### src/rtl/xlat_pkg.sv
package xlat_pkg;
  localparam int ADDR_W = 32;
  localparam int PG_W   = 12;
  localparam int LVL_W  = 10;
  localparam int PN_W   = ADDR_W - PG_W;
  localparam int WORD_W = 32;

  typedef enum logic [2:0] {
    WK_IDLE,
    WK_RD1,
    WK_WT1,
    WK_RD2,
    WK_WT2
  } walk_st_e;
endpackage

### src/rtl/xlat_lru.sv
module xlat_lru #(
  parameter int WAYS = 4
) (
  input  logic                    clk,
  input  logic                    rst_n,
  input  logic                    touch_i,
  input  logic [$clog2(WAYS)-1:0] way_i,
  output logic [$clog2(WAYS)-1:0] oldest_o
);
  localparam int WW = $clog2(WAYS);

  // Age 0 marks the most recently used way; WAYS-1 marks the oldest.
  logic [WW-1:0]   age_q [WAYS];
  logic [WAYS-1:0] is_old;

  always_ff @(posedge clk or negedge rst_n) begin
    if (!rst_n) begin
      for (int w = 0; w < WAYS; w++) age_q[w] <= WW'(w);
    end else if (touch_i) begin
      for (int w = 0; w < WAYS; w++) begin
        if (WW'(w) == way_i)              age_q[w] <= '0;
        else if (age_q[w] < age_q[way_i]) age_q[w] <= age_q[w] + 1'b1;
      end
    end
  end

  always_comb begin
    oldest_o = '0;
    for (int w = 0; w < WAYS; w++) begin
      is_old[w] = (age_q[w] == WW'(WAYS - 1));
      if (is_old[w]) oldest_o = WW'(w);
    end
  end

  AST_ONE_OLDEST: assert property (@(posedge clk) disable iff (!rst_n)
    $onehot(is_old));
endmodule

### src/rtl/xlat_walker.sv
module xlat_walker
  import xlat_pkg::*;
(
  input  logic              clk,
  input  logic              rst_n,
  input  logic              start_i,
  input  logic [PN_W-1:0]   vpn_i,
  input  logic [PN_W-1:0]   base_i,
  output logic              busy_o,
  output logic              mem_valid_o,
  input  logic              mem_ready_i,
  output logic [ADDR_W-1:0] mem_addr_o,
  input  logic              mem_rsp_valid_i,
  input  logic [WORD_W-1:0] mem_rsp_data_i,
  output logic              done_o,
  output logic              fault_o,
  output logic [PN_W-1:0]   ppn_o
);
  walk_st_e        st_q;
  logic [PN_W-1:0] vpn_q;
  logic [PN_W-1:0] base_q;
  logic [PN_W-1:0] nxt_q;
  logic            present;

  assign present = mem_rsp_data_i[0];

  always_ff @(posedge clk or negedge rst_n) begin
    if (!rst_n) begin
      st_q   <= WK_IDLE;
      vpn_q  <= '0;
      base_q <= '0;
      nxt_q  <= '0;
    end else begin
      case (st_q)
        WK_IDLE: if (start_i) begin
          vpn_q  <= vpn_i;
          base_q <= base_i;
          st_q   <= WK_RD1;
        end
        WK_RD1: if (mem_ready_i) st_q <= WK_WT1;
        WK_WT1: if (mem_rsp_valid_i) begin
          if (present) begin
            nxt_q <= mem_rsp_data_i[WORD_W-1 -: PN_W];
            st_q  <= WK_RD2;
          end else begin
            st_q <= WK_IDLE;
          end
        end
        WK_RD2: if (mem_ready_i) st_q <= WK_WT2;
        WK_WT2: if (mem_rsp_valid_i) st_q <= WK_IDLE;
        default: st_q <= WK_IDLE;
      endcase
    end
  end

  always_comb begin
    busy_o      = (st_q != WK_IDLE);
    mem_valid_o = (st_q == WK_RD1) || (st_q == WK_RD2);
    if (st_q == WK_RD2)
      mem_addr_o = {nxt_q, vpn_q[LVL_W-1:0], 2'b00};
    else
      mem_addr_o = {base_q, vpn_q[PN_W-1 -: LVL_W], 2'b00};
    done_o  = mem_rsp_valid_i &&
              (((st_q == WK_WT1) && !present) || (st_q == WK_WT2));
    fault_o = !present;
    ppn_o   = mem_rsp_data_i[WORD_W-1 -: PN_W];
  end

  AST_MEM_ADDR_HOLD: assert property (@(posedge clk) disable iff (!rst_n)
    mem_valid_o && !mem_ready_i |=> mem_valid_o && $stable(mem_addr_o));
  AST_START_WHEN_IDLE: assert property (@(posedge clk) disable iff (!rst_n)
    start_i |-> (st_q == WK_IDLE));
endmodule

### src/rtl/xlat_cache.sv
module xlat_cache
  import xlat_pkg::*;
#(
  parameter int N_SETS = 16,
  parameter int N_WAYS = 4
) (
  input  logic              clk,
  input  logic              rst_n,
  input  logic              flush_i,
  input  logic [19:0]       pt_base_i,
  input  logic              req_valid_i,
  output logic              req_ready_o,
  input  logic [31:0]       req_vaddr_i,
  input  logic              req_pref_i,
  output logic              rsp_valid_o,
  input  logic              rsp_ready_i,
  output logic [31:0]       rsp_paddr_o,
  output logic              rsp_fault_o,
  output logic              mem_req_valid_o,
  input  logic              mem_req_ready_i,
  output logic [31:0]       mem_req_addr_o,
  input  logic              mem_rsp_valid_i,
  input  logic [31:0]       mem_rsp_data_i
);
  localparam int SET_W = $clog2(N_SETS);
  localparam int WW    = $clog2(N_WAYS);
  localparam int TAG_W = ADDR_W - PG_W - SET_W;

  logic [N_WAYS-1:0] valid_q [N_SETS];
  logic [TAG_W-1:0]  tag_q   [N_SETS][N_WAYS];
  logic [PN_W-1:0]   ppn_q   [N_SETS][N_WAYS];
  logic [WW-1:0]     oldest  [N_SETS];

  logic [SET_W-1:0]  lk_set, wk_set;
  logic [TAG_W-1:0]  lk_tag;
  logic [N_WAYS-1:0] hit_vec;
  logic              hit;
  logic [WW-1:0]     hit_way, victim;
  logic [PN_W-1:0]   hit_ppn;
  logic              req_fire, wk_start, install, stale_q, any_valid;
  logic [ADDR_W-1:0] wk_va_q;
  logic              wk_busy, wk_done, wk_fault;
  logic [PN_W-1:0]   wk_ppn;
  logic              touch_en;
  logic [SET_W-1:0]  touch_set;
  logic [WW-1:0]     touch_way;
  logic              rsp_valid_q, rsp_fault_q;
  logic [ADDR_W-1:0] rsp_paddr_q;

  // Lookup path
  assign lk_set = req_vaddr_i[PG_W +: SET_W];
  assign lk_tag = req_vaddr_i[ADDR_W-1 -: TAG_W];
  assign wk_set = wk_va_q[PG_W +: SET_W];

  for (genvar w = 0; w < N_WAYS; w++) begin : g_cmp
    assign hit_vec[w] = valid_q[lk_set][w] && (tag_q[lk_set][w] == lk_tag);
  end

  always_comb begin
    hit_way = '0;
    hit_ppn = '0;
    for (int w = 0; w < N_WAYS; w++) begin
      if (hit_vec[w]) begin
        hit_way = WW'(w);
        hit_ppn = ppn_q[lk_set][w];
      end
    end
  end
  assign hit = |hit_vec;

  assign req_ready_o = !wk_busy && (!rsp_valid_q || rsp_ready_i);
  assign req_fire    = req_valid_i && req_ready_o;
  assign wk_start    = req_fire && !hit && !req_pref_i;
  assign install     = wk_done && !wk_fault && !stale_q && !flush_i;

  // Victim: an invalid way first, otherwise the set's oldest way
  always_comb begin
    logic found;
    found  = 1'b0;
    victim = oldest[wk_set];
    for (int w = 0; w < N_WAYS; w++) begin
      if (!found && !valid_q[wk_set][w]) begin
        victim = WW'(w);
        found  = 1'b1;
      end
    end
  end

  // Entry storage
  always_ff @(posedge clk or negedge rst_n) begin
    if (!rst_n) begin
      for (int s = 0; s < N_SETS; s++) valid_q[s] <= '0;
    end else if (flush_i) begin
      for (int s = 0; s < N_SETS; s++) valid_q[s] <= '0;
    end else if (install) begin
      valid_q[wk_set][victim] <= 1'b1;
    end
  end

  always_ff @(posedge clk) begin
    if (install) begin
      tag_q[wk_set][victim] <= wk_va_q[ADDR_W-1 -: TAG_W];
      ppn_q[wk_set][victim] <= wk_ppn;
    end
  end

  // Replacement order, one tracker per set
  assign touch_en  = (req_fire && hit) || install;
  assign touch_set = install ? wk_set : lk_set;
  assign touch_way = install ? victim : hit_way;

  for (genvar s = 0; s < N_SETS; s++) begin : g_set
    xlat_lru #(.WAYS(N_WAYS)) u_lru (
      .clk      (clk),
      .rst_n    (rst_n),
      .touch_i  (touch_en && (touch_set == SET_W'(s))),
      .way_i    (touch_way),
      .oldest_o (oldest[s])
    );
  end

  // Walk bookkeeping
  always_ff @(posedge clk or negedge rst_n) begin
    if (!rst_n) begin
      wk_va_q <= '0;
      stale_q <= 1'b0;
    end else if (wk_start) begin
      wk_va_q <= req_vaddr_i;
      stale_q <= 1'b0;
    end else if (flush_i && wk_busy) begin
      stale_q <= 1'b1;
    end
  end

  xlat_walker u_walk (
    .clk             (clk),
    .rst_n           (rst_n),
    .start_i         (wk_start),
    .vpn_i           (req_vaddr_i[ADDR_W-1:PG_W]),
    .base_i          (pt_base_i),
    .busy_o          (wk_busy),
    .mem_valid_o     (mem_req_valid_o),
    .mem_ready_i     (mem_req_ready_i),
    .mem_addr_o      (mem_req_addr_o),
    .mem_rsp_valid_i (mem_rsp_valid_i),
    .mem_rsp_data_i  (mem_rsp_data_i),
    .done_o          (wk_done),
    .fault_o         (wk_fault),
    .ppn_o           (wk_ppn)
  );

  // Response register
  always_ff @(posedge clk or negedge rst_n) begin
    if (!rst_n) begin
      rsp_valid_q <= 1'b0;
      rsp_paddr_q <= '0;
      rsp_fault_q <= 1'b0;
    end else if (req_fire && hit) begin
      rsp_valid_q <= 1'b1;
      rsp_paddr_q <= {hit_ppn, req_vaddr_i[PG_W-1:0]};
      rsp_fault_q <= 1'b0;
    end else if (wk_done) begin
      rsp_valid_q <= 1'b1;
      rsp_paddr_q <= wk_fault ? '0 : {wk_ppn, wk_va_q[PG_W-1:0]};
      rsp_fault_q <= wk_fault;
    end else if (rsp_ready_i) begin
      rsp_valid_q <= 1'b0;
    end
  end

  assign rsp_valid_o = rsp_valid_q;
  assign rsp_paddr_o = rsp_paddr_q;
  assign rsp_fault_o = rsp_fault_q;

  always_comb begin
    any_valid = 1'b0;
    for (int s = 0; s < N_SETS; s++) any_valid = any_valid | (|valid_q[s]);
  end

  AST_RSP_HOLD: assert property (@(posedge clk) disable iff (!rst_n)
    rsp_valid_o && !rsp_ready_i |=> rsp_valid_o && $stable(rsp_paddr_o) && $stable(rsp_fault_o));
  AST_FLUSH_EMPTY: assert property (@(posedge clk) disable iff (!rst_n)
    flush_i |=> !any_valid);
  AST_PREF_NO_WALK: assert property (@(posedge clk) disable iff (!rst_n)
    req_fire && req_pref_i && !hit |=> !wk_busy);
  AST_HIT_UNIQUE: assert property (@(posedge clk) disable iff (!rst_n)
    $onehot0(hit_vec));
  AST_DONE_SLOT_FREE: assert property (@(posedge clk) disable iff (!rst_n)
    wk_done |-> !rsp_valid_q);
endmodule

### config.mk
export PLATFORM = sky130hd
export DESIGN_NAME = xlat_cache
export DESIGN_NICKNAME = d
export VERILOG_FILES = /design/src/rtl/xlat_pkg.sv /design/src/rtl/xlat_lru.sv /design/src/rtl/xlat_walker.sv /design/src/rtl/xlat_cache.sv
export SDC_FILE = /design/constraint.sdc
export NUM_CORES = 2
export LEC_CHECK = 0
export BUFFER_PORTS_ARGS = -buffer_cell sky130_fd_sc_hd__buf_2
export CORE_MARGIN = 10
export CORE_UTILIZATION = 45
export CTS_CLUSTER_DIAMETER = 50
export CTS_CLUSTER_SIZE = 16
export DETAILED_ROUTE_END_ITERATION = 8
export PLACE_DENSITY = 0.65
export SLEW_MARGIN = 40
export SYNTH_ARGS = -nofsm -noshare
export SYNTH_HDL_FRONTEND = slang
export SYNTH_SLANG_ARGS = --single-unit
### constraint.sdc
create_clock -name clk -period 7.1 [get_ports clk]
set_clock_uncertainty 0.15 [all_clocks]
set_input_delay 0.355 -clock clk [delete_from_list [all_inputs] [get_ports clk]]
set_output_delay 0.355 -clock clk [all_outputs]
set_load 0.02 [all_outputs]
-- Word-level counts from Yosys, hierarchy flattened
Memories as Yosys holds them, arrays and structs flattened.
Index checks and enable logic that the tools add are counted.
- register bits: 322
- latch bits: 0
- bits in writable memories: 2304
- bits in read-only memories: 0
- input port bits: 92
- output and inout bits: 68
- word-level logic and storage cells: 784
- memories: 2
- memories (memory ; words ; width ; rd ports ; clocked after Yosys merged registers in ; wr ports ; line ; source):
    ppn_q ; 16 ; 80 ; 1 ; 0 ; 1 ; xlat_cache.sv:31 ; logic [PN_W-1:0] ppn_q [N_SETS][N_WAYS];
    tag_q ; 16 ; 64 ; 1 ; 0 ; 1 ; xlat_cache.sv:30 ; logic [TAG_W-1:0] tag_q [N_SETS][N_WAYS];
- add/sub/neg operators: 64
- multiply operators: 0
- div/mod/pow operators: 0
- $lt $le $gt $ge: 72
- eq/ne operators: 79
- shift-type cells: 0
- multiplexer cells: 280
- bitwise gates (word level): 5
- reductions and logical operators: 193
- operators by type and width (operator ; count):
    $mux 2 ; 202
    $mux 64 ; 3
    $reduce_bool 2->1 ; 67
    $reduce_and 2->1 ; 65
    $add 2x1->2 const B ; 64
    $lt 2x2->1 ; 64
    $mux 32 ; 4
    $mux 20 ; 5
    $eq 2x2->1 const B ; 48
    $mux 80 ; 1
    $bmux 2 s2 ; 16
    $eq 16x16->1 ; 4
    $or 64x64->64 ; 1
    $demux 20 s2 ; 1
    $logic_and 1x1->1 ; 37
    $bmux 4 s4 ; 2
    $demux 16 s2 ; 1
    $eq 4x4->1 const B ; 8
    $mux 1 ; 29
    $mux 4 ; 6
    $demux 4 s4 ; 1
    $eq 4x3->1 const B ; 4
    $mux 16 ; 1
    $mux 3 ; 5
    other kinds (29) ; 54

-- Logic depth before layout (Yosys ltp)
- depth after elaboration: 22
- gate-level depth with buffers: 22
- gate-level depth less buffers: 13

-- Hierarchy
From an unflattened synthesis, not the netlist that was laid out.
- cells, all modules: 6057
- area total of the unflattened synthesis: 112070.0 µm²
- modules (own cells, without submodules) (module ; times used ; cells an instance ; area each (µm²) ; sequential area each (µm²)):
    xlat_cache ; 1 ; 4617 ; 97354.6 ; 72464.5
    xlat_lru ; 16 ; 77 ; 724.4 ; 205.2
    xlat_walker ; 1 ; 208 ; 3124.2 ; 1576.5

-- Worst setup path after synthesis
Ideal clock, no wire load.
- path type: register -> register
- start point: reg wk_va_q[12]
- end point: mem ppn_q[10][40] (netlist name) (enable)
- setup time: 0.429 ns
- data arrival time: 4.803 ns
- required time: 6.521 ns
- path slack: 1.717 ns
- stages on the path, launching flop included: 15
- buffers on the path: 8
- period minus slack after synthesis: 5.383 ns
- cells stage by stage: dfrtp_1 > buf_2 > buf_2 > buf_2 > buf_4 > a211oi_1 > a211o_1 > a311oi_1 > o21ai_0 > a211o_1 > clkbuf_1 > clkbuf_1 > clkbuf_1 > buf_1 > nor2_1
- longest elaborated chain between the ends: 19
- elaborated cells on any way between the ends: 29
- classes of those cells: 2 x order compare; 16 x mux; 2 x bitwise; 9 x reduce/logical
- ends and longest elaborated chain (item ; line ; source):
    start: declaration ; xlat_cache.sv:41 ; logic [ADDR_W-1:0] wk_va_q;
    start signal: assignment ; xlat_cache.sv:128 ; wk_va_q <= req_vaddr_i;
    $not 4->5 (implied by the code) ; xlat_cache.sv:80, xlat_cache.sv:82 ;
    $bmux 4 s4 ; xlat_cache.sv:82 ; if (!found && !valid_q[wk_set][w]) begin
    $mux 4 (implied by the code) (2 in a row) ; xlat_cache.sv:82 ;
    $logic_not 1->1 ; xlat_cache.sv:82 ;
    $logic_and 1x1->1 ; xlat_cache.sv:82 ;
    $mux 1 ; xlat_cache.sv:82 ;
    $logic_not 1->1 ; xlat_cache.sv:82 ;
    $logic_and 1x1->1 ; xlat_cache.sv:82 ;
    [... 2 more ...] ; -- ;
    $logic_and 1x1->1 ; xlat_cache.sv:82 ;
    $mux 2 ; xlat_cache.sv:82 ;
    $not 2->3 (implied by the code) ; xlat_cache.sv:103 ; ppn_q[wk_set][victim] <= wk_ppn;
    $ge 3x3->1 (implied by the code) / $lt 3x1->1 (equally long branches) ; xlat_cache.sv:103 ;
    $logic_and 1x1->1 (implied by the code) ; xlat_cache.sv:103 ;
    $mux 20 (implied by the code) ; xlat_cache.sv:103 ;
    $demux 20 s2 ; xlat_cache.sv:103 ;
    $mux 80 (implied by the code) ; xlat_cache.sv:103 ;
    end: declaration ; xlat_cache.sv:31 ;
Parallel ways exist; a longest one is shown, timed or not. The select of a mux whose other input is x is not followed.

-- Final worst setup path
- start point: in req_vaddr_i[14]
- end point: reg g_set[6].u_lru.age_q[0] (netlist name)
- longest elaborated chain between the ends: 16
- elaborated cells on any way between the ends: 32
- classes of those cells: 1 x order compare; 6 x eq/ne; 12 x mux; 2 x bitwise; 10 x reduce/logical; 1 x memory
- ends and longest elaborated chain (item ; line ; source):
    start: declaration ; xlat_cache.sv:13 ; input logic [31:0] req_vaddr_i,
    branches (longest 16 deep; another with $mem_v2 16x64) ; -- ;
    end signal: indexed assignment ; xlat_lru.sv:21 ; if (WW'(w) == way_i) age_q[w] <= '0;
    end: declaration ; xlat_lru.sv:13 ; logic [WW-1:0] age_q [WAYS];
Several ways; the timed one is not identified. The select of a mux whose other input is x is not followed.
A chain may end at the register's enable or synchronous reset.

==> run_results.csv <==
group,metric,value,unit
setup_path,critical_path_arrival,6.65,ns
timing,slew_viol_final,0,
timing,worst_pin_slew,0.9601,ns
synthesis,synth_seq_area_share,70.93,%
clocking,root_buffer,"clkbuf_16",
setup_path,cp-end-kind,"register",
power_and_ir_drop,seqPwrFrac,53.6,%
synthesis,ys_top_cells_by_area,"edfxtp_1 (63%), mux4_2 (13%), dfrtp_1 (5.9%)",
drt,vias,61500,
synthesis,yosys.area.top_type_share,63.46,%
worst_hold_path,hold_path_class,"in -> reg",
global_routing,grt_usage,22.22,%
global_routing,grt_pass1_vias,62030,
floorplanning,die_area,262400,um^2
setup_path,timing.rr.start,"tag_q[0][4]",
synthesis,async_reset_ff_share,12.26,%
floorplanning,rows,180,
synthesis,yosys_warnings,0,
power_and_ir_drop,pwr-share-comb,10.8,%
clocking,post_cts_buffers,0,
setup_path,startpoint,"req_vaddr_i[14]",
synthesis,synth_enable_flop_cells,2304,
power_and_ir_drop,p_total,34.48,mW
timing,tns,0,ns
synthesis,synth_cell_type_count,98,
setup_path,r2r_end,"g_set[6].u_lru.age_q[0]",
floorplanning,die_h,512.2,um
drt,drtIter0Drc,7901,
floorplanning,pin_count,160,
power_and_ir_drop,leakage,40.94,nW
clocking,cts-resized-gates,0,
drt,wl_per_cell,30.45,um
outcome,status,"finished, final reports clean",
drt,wirelength,298.5,mm
global_routing,overflow,0,
final_layout,post_route_cells_drive_above_1_share,25.36,%
synthesis,ys_seq_elements,2626,
clocking,clock_latency,0.89,ns
placement,dpl.hpwl,173.9,mm
final_layout,n_fill_cell,19030,
floorplanning,start_util,45.28,%
global_routing,grt_pass1_wl,434.2,mm
global_routing,grt_start_max_net_pins,142,
timing,period_share,85.08,%
timing,finalSetupViolCount,0,
timing,fmax,0.1655,GHz
setup_path,critPathKind,"in -> reg",
setup_path,cp_data_required_time,7.71,ns
setup_path,path_max_fanout,22,
setup_path,start_kind,"input port",
clocking,hold_buffers,84,
clocking,clock-sinks,2626,
drt,ant_nets,0,
clocking,cts_tree,"built",
floorplanning,core,240800,um^2
synthesis,syn_area,109000,um^2
power_and_ir_drop,p_sw,8.843,mW
power_and_ir_drop,pwr-share-clk,35.6,%
synthesis,syn_avg_cell_area,17.91,um^2
final_layout,area_growth,13.05,%
clocking,htreeDepth,4,
timing,slew_headroom,35.45,%
timing,grt_setup_unrepaired,"false",
placement,port_buffers,146,
power_and_ir_drop,cellPowerDensity,279.8,nW/um^2
worst_hold_path,min-delay-start,"req_vaddr_i[27]",
floorplanning,die_w,512.2,um
worst_hold_path,hold_depth,4,
clocking,clockBufferDepth,3,
clocking,clkTransAtPathRegs,0.06,ns
power_and_ir_drop,switching_share,25.64,%
timing,hold_violations,0,
clocking,cts_made_buffers,222,
setup_path,ff2ff_setup_slack,1.47,ns
global_routing,antenna_found_initial,16,
timing,min_period,6.041,ns
synthesis,synthCells,6088,
drt,dr.pass1.iters,6,
worst_hold_path,hold_end,"wk_va_q[27]",
flow_run,timing.max_cap.violations,0,
power_and_ir_drop,p_int,25.64,mW
placement,gp_congestion,0.8632,
final_layout,nets,6599,
final_layout,utilization,51.19,%
drt,drc,0,
setup_path,worstRegToRegCells,13,
synthesis,synth_largest_area_cell,"edfxtp_1",
power_and_ir_drop,ir_worst_vdd,0.2795,mV
synthesis,ys.flop_type,"edfxtp_1",
drt,routed_via_density,6.273,
## cells in the mapped netlist (58+ instances only)
cell type  number
buf_1          58
nand2_1       365
a21oi_1       184
dfrtp_1       258
inv_1         167
clkbuf_1      202
dfstp_2        64
a22oi_1        91
mux2i_1       210
nor2_1        226
o22ai_1       104
o31ai_1        58
edfxtp_1     2304
mux4_2        609
a31oi_1        69
o21ai_0       145
mux2_2         69
## cell usage in the layout, fill, tap and decap left out, types with 144 or more instances in the layout
master and instances:
a21oi_1 184, buf_4 246, clkbuf_16 225, dfrtp_1 240, edfxtp_1 2304, inv_1 167, mux2i_1 210, mux4_2 609
nand2_1 360, nor2_1 159, o21ai_0 144
## logic make-up after synthesis
family / synth area share (%)
flops: 70.93
compound gates: 6.626
mux: 15.29
simple gates: 3.763
buf+inv: 2.243
xor+xnor: 0.5945
fa+ha+maj: 0.5509
other cells: 0.003440
## final cells by class
type                            count  area (um^2)  area share [%]
Antenna cell                        6        15.01         0.01218
Multi-Input combinational cell   2935        29930           24.29
Timing Repair Buffer              501         4113           3.337
Inverter                          173        656.9          0.5330
Tap cell                         3185         3985           3.233
Sequential cell                  2626        77360           62.76
Clock inverter                     97         1240           1.006
Clock buffer                      281         5951           4.828
## critical path: stages
cell           delay (ns)
dlygate4sd3_1        0.55
buf_4                0.46
nor2b_2              0.77
a22oi_1              0.23
nand2_1              0.19
xnor2_1              0.10
a2111oi_1            0.78
and3_1               0.64
a211oi_2             0.21
a21boi_4             0.68
buf_4                0.31
o221ai_1             0.25
or3_1                0.57
a211o_1              0.32
o21bai_1             0.16
## power groups by stage
stage                     Combinational (mW)  Sequential [mW]  Clock [mW]
final                                   3.73             18.5        12.3
after global routing                    3.97             18.5        13.1
after CTS                               3.72             18.5        12.4
after detailed placement                3.66             18.8           0
after global placement                  3.56             18.8           0
after floorplan                         1.77             18.9           0
## metal layers
metal	wire length [um]	GRT usage [%]	part of all wire, %
met1	120000	30.48	40
met2	142800	35.80	48
met3	24550	4.239	8.2
met4	11190	7.621	3.7
met5	42	0	0.014
## how the worst max path moves through the flow
stage | cells after the start | endpoint
after floorplan | 14 | ppn_q[10][40]
after global placement | 15 | g_set[14].u_lru.age_q[5]
after detailed placement | 15 | g_set[6].u_lru.age_q[0]
after CTS | 15 | g_set[6].u_lru.age_q[0]
after global routing | 15 | g_set[14].u_lru.age_q[5]
final | 15 | g_set[6].u_lru.age_q[0]
## per-stage QoR
| step | instance area, um^2 | hold WS (ns) | setup WS, ns | cells |
|---|---|---|---|---|
| 6_report | 123300 | 0.05676 | 1.059 | 9804 |
| 5_1_grt | 123200 | 0.02315 | 0.9555 | 9798 |
| 4_1_cts | 123200 | 0.002961 | 1.233 | 9794 |
| 3_5_place_dp | 115100 | 0.1131 | 0.8884 | 9332 |
| 3_3_place_gp | 114600 | 0.3039 | 0.7550 | 9314 |
| 2_1_floorplan | 109000 | -0.09059 | 1.717 | 6089 |
## sequential cells by signal (all words and copies together), names as in the netlist, 3 cells and up
name / flops
g_set.u_lru.age_q: 128
wk_va_q: 32
u_walk.st_q: 3
rsp_paddr_o: 32
tag_q: 1024
ppn_q: 1280
valid_q: 64
u_walk.base_q: 20
u_walk.nxt_q: 20
u_walk.vpn_q: 20
Note: power is estimated with default switching activity, not from simulation.
